File: config.mk
export PLATFORM = sky130hd
export DESIGN_NAME = irq_prio_ctrl
export DESIGN_NICKNAME = d
export VERILOG_FILES = /design/src/rtl/irq_pkg.sv /design/src/rtl/irq_sync.sv /design/src/rtl/irq_mask_regs.sv /design/src/rtl/irq_prio_enc.sv /design/src/rtl/irq_prio_ctrl.sv
export SDC_FILE = /design/constraint.sdc
export NUM_CORES = 1
export LEC_CHECK = 0
export CAP_MARGIN = 0
export CORE_AREA = 2 2 52 54
export CTS_CLUSTER_DIAMETER = 40
export CTS_CLUSTER_SIZE = 24
export DETAILED_ROUTE_END_ITERATION = 12
export DIE_AREA = 0 0 54 56
export DONT_BUFFER_PORTS = 1
export PLACE_DENSITY = 0.74
export SETUP_SLACK_MARGIN = 0.4
export SLEW_MARGIN = 20
export SYNTH_ARGS = -nofsm -noshare
export SYNTH_HDL_FRONTEND = slang
export SYNTH_SLANG_ARGS = --single-unit
File: constraint.sdc
create_clock -name clk -period 1.65 [get_ports clk]
set_input_delay 0.2475 -clock clk [delete_from_list [all_inputs] [get_ports clk]]
set_output_delay 0.2475 -clock clk [all_outputs]
set_load 0.1 [all_outputs]
File: src/rtl/irq_pkg.sv
// Package: shared sizes and the vector computation for the interrupt controller.
// Assumes request index k (1..7) is restart level k.5 and index 0 is INTR.
package irq_pkg;
    parameter int NUM_SRC   = 8;
    parameter int VEC_W     = 16;
    parameter int IDX_W     = $clog2(NUM_SRC);

    // Low address byte of restart level k.5: k*8+4.
    function automatic logic [7:0] level_vector(input logic [IDX_W-1:0] idx);
        return {2'b00, idx, 3'b100};
    endfunction
endpackage

File: src/rtl/irq_sync.sv
// Module: multi-stage synchronizer for asynchronous request lines.
// Assumes each bit is independent (no bus coherency needed).
module irq_sync #(
    parameter int WIDTH  = 8,
    parameter int STAGES = 2
) (
    input  logic             clk,
    input  logic             rst_n,
    input  logic [WIDTH-1:0] async_i,
    output logic [WIDTH-1:0] sync_o
);
    logic [WIDTH-1:0] stage_q [STAGES];

    // Shift the inputs through the flop chain, cleared by reset.
    always_ff @(posedge clk) begin
        if (!rst_n) begin
            for (int s = 0; s < STAGES; s++) stage_q[s] <= '0;
        end else begin
            stage_q[0] <= async_i;
            for (int s = 1; s < STAGES; s++) stage_q[s] <= stage_q[s-1];
        end
    end

    assign sync_o = stage_q[STAGES-1];
endmodule

File: src/rtl/irq_mask_regs.sv
// Module: mask register and global enable; turns them into a per-source enable.
// Assumes take_i is a one-cycle pulse; a take overrides a same-cycle enable write.
module irq_mask_regs (
    input  logic       clk,
    input  logic       rst_n,
    input  logic       wr_i,
    input  logic [7:0] wdata_i,
    input  logic       take_i,
    output logic       ie_o,
    output logic [2:0] mlo_o,
    output logic [7:0] en_o
);
    logic       ie_q;
    logic [2:0] mlo_q;
    logic [3:0] mhi_q;

    // Mask bits load on write; enable loads on write and clears on take.
    always_ff @(posedge clk) begin
        if (!rst_n) begin
            ie_q  <= 1'b0;
            mlo_q <= 3'b000;
            mhi_q <= 4'b0000;
        end else begin
            if (wr_i) begin
                mlo_q <= wdata_i[2:0];
                mhi_q <= wdata_i[7:4];
            end
            if (take_i)    ie_q <= 1'b0;
            else if (wr_i) ie_q <= wdata_i[3];
        end
    end

    // Low bits mask when set; high bits enable when set; INTR always enabled.
    always_comb begin
        en_o = ie_q ? {~mlo_q, mhi_q, 1'b1} : 8'h00;
    end

    assign ie_o  = ie_q;
    assign mlo_o = mlo_q;

    AST_TAKE_CLEARS_EN: assert property (@(posedge clk) disable iff (!rst_n)
        take_i |=> !ie_q);
endmodule

File: src/rtl/irq_prio_enc.sv
// Module: fixed-priority encoder, highest index wins, combinational.
// Assumes index 0 (INTR) takes its vector from outside.
module irq_prio_enc
    import irq_pkg::*;
#(
    parameter int N = NUM_SRC
) (
    input  logic             clk,
    input  logic             rst_n,
    input  logic [N-1:0]     req_i,
    output logic [N-1:0]     grant_o,
    output logic             any_o,
    output logic [IDX_W-1:0] idx_o
);
    // Scan upward so the highest pending index is left as the winner.
    always_comb begin
        idx_o   = '0;
        grant_o = '0;
        for (int k = 0; k < N; k++) begin
            if (req_i[k]) begin
                idx_o   = IDX_W'(k);
                grant_o = '0;
                grant_o[k] = 1'b1;
            end
        end
        any_o = |req_i;
    end

    AST_GRANT_ONEHOT: assert property (@(posedge clk) disable iff (!rst_n)
        $onehot0(grant_o));
    AST_GRANT_PENDING: assert property (@(posedge clk) disable iff (!rst_n)
        (grant_o & ~req_i) == '0);
    AST_GRANT_ANY: assert property (@(posedge clk) disable iff (!rst_n)
        any_o |-> $countones(grant_o) == 1);
endmodule

File: src/rtl/irq_prio_ctrl.sv
// Module: top of the prioritized interrupt controller.
// Assumes fetch_i and halt_i come from the core's sequencer; the core itself
// pushes the return address and loads vec_o into the program counter.
module irq_prio_ctrl
    import irq_pkg::*;
(
    input  logic        clk,
    input  logic        rst_n,
    input  logic [2:0]  rst_lines_i,
    input  logic [3:0]  ext_lines_i,
    input  logic        intr_i,
    input  logic [7:0]  intr_vec_i,
    input  logic        mask_wr_i,
    input  logic [7:0]  mask_wdata_i,
    output logic [7:0]  mask_rdata_o,
    input  logic        fetch_i,
    input  logic        halt_i,
    output logic        take_o,
    output logic [15:0] vec_o,
    output logic        halted_o
);
    logic [NUM_SRC-1:0] line_s, en, req, grant;
    logic               ie, any, eval, take_d;
    logic [2:0]         mlo;
    logic [IDX_W-1:0]   idx;
    logic [7:0]         low_byte;
    logic               take_q, halted_q;
    logic [VEC_W-1:0]   vec_q;

    irq_sync #(.WIDTH(NUM_SRC), .STAGES(2)) u_sync (
        .clk(clk), .rst_n(rst_n),
        .async_i({rst_lines_i, ext_lines_i, intr_i}),
        .sync_o(line_s)
    );

    irq_mask_regs u_mask (
        .clk(clk), .rst_n(rst_n), .wr_i(mask_wr_i), .wdata_i(mask_wdata_i),
        .take_i(take_d), .ie_o(ie), .mlo_o(mlo), .en_o(en)
    );

    assign req = line_s & en;

    irq_prio_enc #(.N(NUM_SRC)) u_enc (
        .clk(clk), .rst_n(rst_n), .req_i(req),
        .grant_o(grant), .any_o(any), .idx_o(idx)
    );

    // Decide whether this cycle evaluates and form the vector byte.
    always_comb begin
        eval     = fetch_i | halted_q;
        take_d   = eval & any;
        low_byte = (idx == '0) ? intr_vec_i : level_vector(idx);
    end

    // Register the take pulse, its vector and the halt-wait state.
    always_ff @(posedge clk) begin
        if (!rst_n) begin
            take_q   <= 1'b0;
            vec_q    <= '0;
            halted_q <= 1'b0;
        end else begin
            take_q <= take_d;
            if (take_d) vec_q <= {8'h00, low_byte};
            if (take_d)     halted_q <= 1'b0;
            else if (halt_i) halted_q <= 1'b1;
        end
    end

    assign take_o       = take_q;
    assign vec_o        = vec_q;
    assign halted_o     = halted_q;
    assign mask_rdata_o = {line_s[0], line_s[7:5], ie, mlo};

    AST_TAKE_NEEDS_EN: assert property (@(posedge clk) disable iff (!rst_n)
        take_o |-> $past(ie));
    AST_TAKE_ON_STROBE: assert property (@(posedge clk) disable iff (!rst_n)
        take_o |-> $past(fetch_i || halted_o));
    AST_TAKE_PULSE: assert property (@(posedge clk) disable iff (!rst_n)
        take_o |=> !take_o);
    AST_HALT_EXIT: assert property (@(posedge clk) disable iff (!rst_n)
        $fell(halted_o) |-> take_o);
endmodule

# Word level (Yosys, flattened, before mapping)
# Memories as Yosys holds them, arrays and structs flattened.
# Index checks and enable logic that the tools add are counted.
totals:
  regBits: 18
  output_inout_bits: 26
  inputBits: 29
  memories: 1
  elab_cells: 30
  ram_bits: 16
mem_list:
  columns: ["name", "depth", "width", "read_ports", "rd_ports_with_merged_regs", "wr", "line", "text"]
  rows:
  - ["u_sync.stage_q", 2, 8, 2, 0, 2, "irq_sync.sv:12", "logic [WIDTH-1:0] stage_q [STAGES];"]
op_classes:
  n_mux: 13
  bitwise_logic: 7
  reduce_logical: 3
op_table:
  columns: ["op", "count"]
  rows:
  - ["$mux 8", 4]
  - ["$mux 3", 4]
  - ["$and 8x8->8", 1]
  - ["$reduce_or 8->1", 1]
  - ["$mux 2", 2]
  - ["$logic_not 3->1", 1]
  - ["$mux 1", 3]
  - ["$not 3->3", 1]
  - ["$or 1x1->1", 3]
  - ["$reduce_or 2->1", 1]
  - ["$and 1x1->1", 1]
  - ["$not 1->1", 1]

# Logic depth before layout (Yosys ltp)
logic_depth:
  word_depth: 12
  ltp_mapped: 6
  depth_no_buf: 5

# Cells and area by module
# Synthesis repeated with hierarchy kept, for this count alone.
hier_totals:
  hier_cells: 154
  area_unflattened_um2: 1524.0
modules_own_cells:
  columns: ["module", "cells_each", "area_per_inst_um2", "seq_area_each_um2", "instances"]
  rows:
  - ["irq_prio_ctrl", 60, 529.3, 200.2, 1]
  - ["irq_sync", 41, 506.7, 320.3, 1]
  - ["irq_mask_regs", 33, 359.1, 160.2, 1]
  - ["irq_prio_enc", 20, 128.9, 0.0, 1]

# Least setup slack after synthesis
# OpenSTA, ideal clock, no wires.
synth_path:
  path_type: "reg2reg"
  startpoint: "register u_mask.mlo_q[1], in the netlist u_mask.mlo_o[1]"
  endpoint: "register vec_q[2], in the netlist vec_o[2]"
  setup_slack_ps: -462
  t_required_ps: 1522
  arrival_time_ps: 1984
  stages_incl_launch_ff: 7
  path_cell_list: "dfxtp_1 > nand2b_4 > nand4_4 > o31a_1 > buf_6 > o21ai_2 > a21oi_2"
synth_between:
  elab_chain_len: 7
  word_cells_on_any_way: 9
  cone_classes: "mux: 4; bitwise: 3; reduce/logical: 2"
synth_lines:
  columns: ["item", "line", "text"]
  rows:
  - ["start: declaration", "irq_mask_regs.sv:14", "logic [2:0] mlo_q;"]
  - ["start signal: assignment", "irq_mask_regs.sv:25", "mlo_q <= wdata_i[2:0];"]
  - ["$not 3->3 (*)", "irq_mask_regs.sv:35", "en_o = ie_q ? {~mlo_q, mhi_q, 1'b1} : 8'h00;"]
  - ["$mux 8 (*)", "irq_mask_regs.sv:35", null]
  - ["$and 8x8->8 (*)", "irq_prio_ctrl.sv:41", "assign req = line_s & en;"]
  - ["$mux 3 (2 in series)", "irq_prio_enc.sv:20", "if (req_i[k]) begin"]
  - ["$logic_not 3->1", "irq_prio_ctrl.sv:52", "low_byte = (idx == '0) ? intr_vec_i : level_vector(idx);"]
  - ["$mux 8", "irq_prio_ctrl.sv:52", null]
  - ["end signal: assignment", "irq_prio_ctrl.sv:63", "if (take_d) vec_q <= {8'h00, low_byte};"]
  - ["end: declaration", "irq_prio_ctrl.sv:28", "logic [VEC_W-1:0] vec_q;"]
# Mark *: on every way between the ends. The rest lies on a longest branch, timed or not.
# A chain may end at the register's enable or synchronous reset.

# Worst setup path in the final report
layout_path:
  startpoint: "register u_mask.mlo_q[1], in the netlist u_mask.mlo_o[1]"
  endpoint: "register vec_q[4], in the netlist vec_o[4]"
# The elaborated chain is that of the path after synthesis.

==> summary.txt <==
Yosys
  – Top-area cell type share of the netlist area: 0.474
  – FFs w/ async S/R, synth: 0
  – Yosys top cell by area: dfxtp_1
  – Post-synth EDFFs: 0
  – Top cells by area, synth: dfxtp_1 (47%), and2_1 (7.4%), buf_4 (6.8%)
  – Synth Cell Area: roughly 0.0014 mm2
  – Ys Warns: 0
  – Top FF cell, synth: dfxtp_1
  – Post-synthesis area per instance: 10.2 um2
  – FF+latch count, synth: 34
  – Library cells used by synthesis: 36
  – Sequential area share after synthesis: 0.474
  – Post-Syn Instances: 141

Critical path
  – Slowest CP cell: o31a_2
  – CP startpoint kind: flip-flop
  – End of the worst register-to-register path: vec_o[4]$_SDFFE_PN0P_
  – Setup Crit Path Kind: flip-flop to flip-flop
  – R2r setup slk: approximately 0.29 ns
  – CP Capture Type: flip-flop
  – Reg-to-Reg Start: u_mask.mlo_o[1]$_SDFFE_PN0P_
  – Worst-path cell chain: nand2b_4, nand4_4, o31a_2, o21ai_2, a21oi_1
  – Critical path arrival: between 1.5 and 2 ns
  – Slowest cell delay on critical path: 0.42 ns
  – Critical path required time: 1.87 ns
  – R2R cell count: 5
  – Worst-path fanout max: 6

Routing
  – Post-Route WL: about 2700 um
  – Wire length per cell: 14.0 um
  – Via count: 1,002
  – Drt pass-1 iters: 4
  – DRC viols: 0
  – Post-DR vias/cell: 5.27
  – Starting DRC count in detailed routing: 18
  – Post-DRT Antenna Nets: 0

Timing
  – Final setup viols: 0
  – FMAX: 736 MHz
  – Tmin final: 1.36 ns
  – RSZ-0062 raised after global routing: yes
  – Clock skew: between 0.009 and 0.01 ns
  – Final slew viol count: 0
  – Setup TNS Final: 0 ns
  – Final hold vios: 0
  – Final worst-path cycle share: 0.823

Clocking
  – Clk root buf: clkbuf_4
  – Clock buffer depth: 2
  – CTS sink count: 34
  – H-tree Lvls: 2
  – Worst-skew pair later-pin latency: 0.33 ns
  – Clock edge transition at the registers on the reported setup and hold paths: ~0.1 ns
  – CTS tree: done
  – Num CTS Buffers: 5

Place
  – GPL Wtd Cong: ~0.84
  – Input/output buffers: 0
  – Detailed placement HPWL: 1770 um
  – Cell Area, Placed: 0.00152 mm2

Job
  – MaxCap Viol Count: 0

Min path
  – Min-Delay Endpoint: vec_o[4]$_SDFFE_PN0P_
  – Path type of the worst min-delay path: primary input to flip-flop
  – Worst min-delay path startpoint: rst_n
  – Hold Crit Depth: 2

Floorplan
  – Die area: 0.00302 mm2
  – Die width: 54 um
  – Site Rows: 18
  – # IOs: 55
  – Core box area: 0.00243 mm2
  – Die height: approximately 56 um
  – Initial Util: 0.591

Global route
  – Initial antenna violation count: 0
  – First-pass GRT wire length: 4280 um
  – Gr usage total: 0.190
  – Largest net degree at the start of global routing: 38
  – Grt ovf: 0
  – Vias in the first global route: 967

Final layout
  – Area grow syn2layout: 20.5%
  – Ratio of cells with drive above 1 in the final layout: 0.381
  – Finished Cell Area: 0.00173 mm2
  – Nets@finish: 188
  – Number of diodes: 0

Run status
  – Status: finished clean

Pwr
  – Worst vdd ir: 0.865 mV
  – Leak: 0.775 nW
  – P per Cell Area: 1050 mW/mm2
[registers in the layout, indices dropped and copies added, names as in the netlist]
signal and count:
vec_o 8, take_o 1, u_sync.stage_q 16, halted_o 1, u_mask.ie_o 1, u_mask.mlo_o 3
u_mask.mhi_q 4
[critical path, delay by kind of cell, from the launching register on]
kind	cells	cell delay, ns
simple gates	2	0.31
flops	1	0.36
compound gates	3	0.59
[cells in the mapped netlist, types with 3 or more instances]
library cell / instances
a21oi_2: 3
and2_1: 17
buf_4: 13
clkbuf_1: 3
dfxtp_1: 34
mux2i_1: 8
nand2_1: 10
nand3_1: 6
nand4_1: 4
nor2_1: 5
nor2b_1: 7
o21ai_2: 4
[logic make-up after synthesis]
| kind of cell | after synthesis | share of synthesized area |
|---|---|---|
| AO/OA/AOI/OAI | 18 | 0.118 |
| multiplexers | 8 | 0.0558 |
| other | 1 | 0.00261 |
| AND/OR/NAND/NOR | 60 | 0.257 |
| buffers and inverters | 20 | 0.0932 |
| flip-flops | 34 | 0.474 |
[final cells by class]
type / count / area [um2]
repair buffers: 22 / 224
inverters: 1 / 3.75
well taps: 30 / 37.5
multi-input cells: 95 / 687
clock buffers: 8 / 78.8
flip-flops and latches: 34 / 699
fillers: 181 / 702
[through the flow]
stage	hold slack [ns]	util	worst slack, ns	cells	total power [W]
after detailed placement	0.369	0.626	0.184	177	0.00124
after global placement	0.365	0.626	0.242	177	0.00124
after CTS	0.00987	0.694	0.275	190	0.00181
after floorplan	0.375	-	0.118	148	0.00124
final	0.0229	0.711	0.292	190	0.00181
after global routing	0.0136	0.711	0.230	190	0.00189
[how the worst max path moves through the flow]
stage / startpoint / end / slack, ns
detailed placement: u_sync.stage_q[0][11]$_SDFF_PN0_ / vec_o[2]$_SDFFE_PN0P_ / 0.18
global placement: u_sync.stage_q[0][11]$_SDFF_PN0_ / vec_o[2]$_SDFFE_PN0P_ / 0.24
global route: u_mask.mlo_o[1]$_SDFFE_PN0P_ / vec_o[4]$_SDFFE_PN0P_ / 0.23
floorplan: u_mask.mlo_o[2]$_SDFFE_PN0P_ / vec_o[2]$_SDFFE_PN0P_ / 0.12
finish: u_mask.mlo_o[1]$_SDFFE_PN0P_ / vec_o[4]$_SDFFE_PN0P_ / 0.29
CTS: u_sync.stage_q[0][13]$_SDFF_PN0_ / vec_o[2]$_SDFFE_PN0P_ / 0.27
[per-layer routing]
| metal | vias to the layer above | GRT usage | wire length [um] |
|---|---|---|---|
| met4 | 0 | 0.0821 | 27 |
| li1 | 496 | - | - |
| met5 | - | 0 | 0 |
| met1 | 461 | 0.236 | 1100 |
| met3 | 4 | 0.0806 | 266 |
| met2 | 41 | 0.282 | 1260 |
[timing repair]
action                     CTS  global route
pin swaps                    4             2
setup endpoints to repair   16            17
gates resized for setup     14            11
gates cloned                 1             0
buffers inserted             4             0
hold buffers                 0             0
[power breakdown]
group          switching (W)  total [W]  internal (W)
combinational       0.000276   0.000372     0.0000956
sequential         0.0000278   0.000887      0.000859
clock               0.000263   0.000554      0.000291
[cell usage in the layout, fill, tap and decap left out, types with 2 or more instances in the layout]
cell      instances
nand3_1           6
dfxtp_2           6
o21ai_2           5
nor2b_1           7
mux2i_1           8
clkbuf_4          5
nand2_1          10
nand4_1           4
a21oi_2           3
buf_6             5
dfxtp_1          25
buf_8             2
dfxtp_4           3
and2_1           17
conb_1            8
buf_4            13
nand2_4           2
nor2_1            5
buf_12            2
clkbuf_8          3
nand2b_4          2
Power figures use the tool's default switching activity.
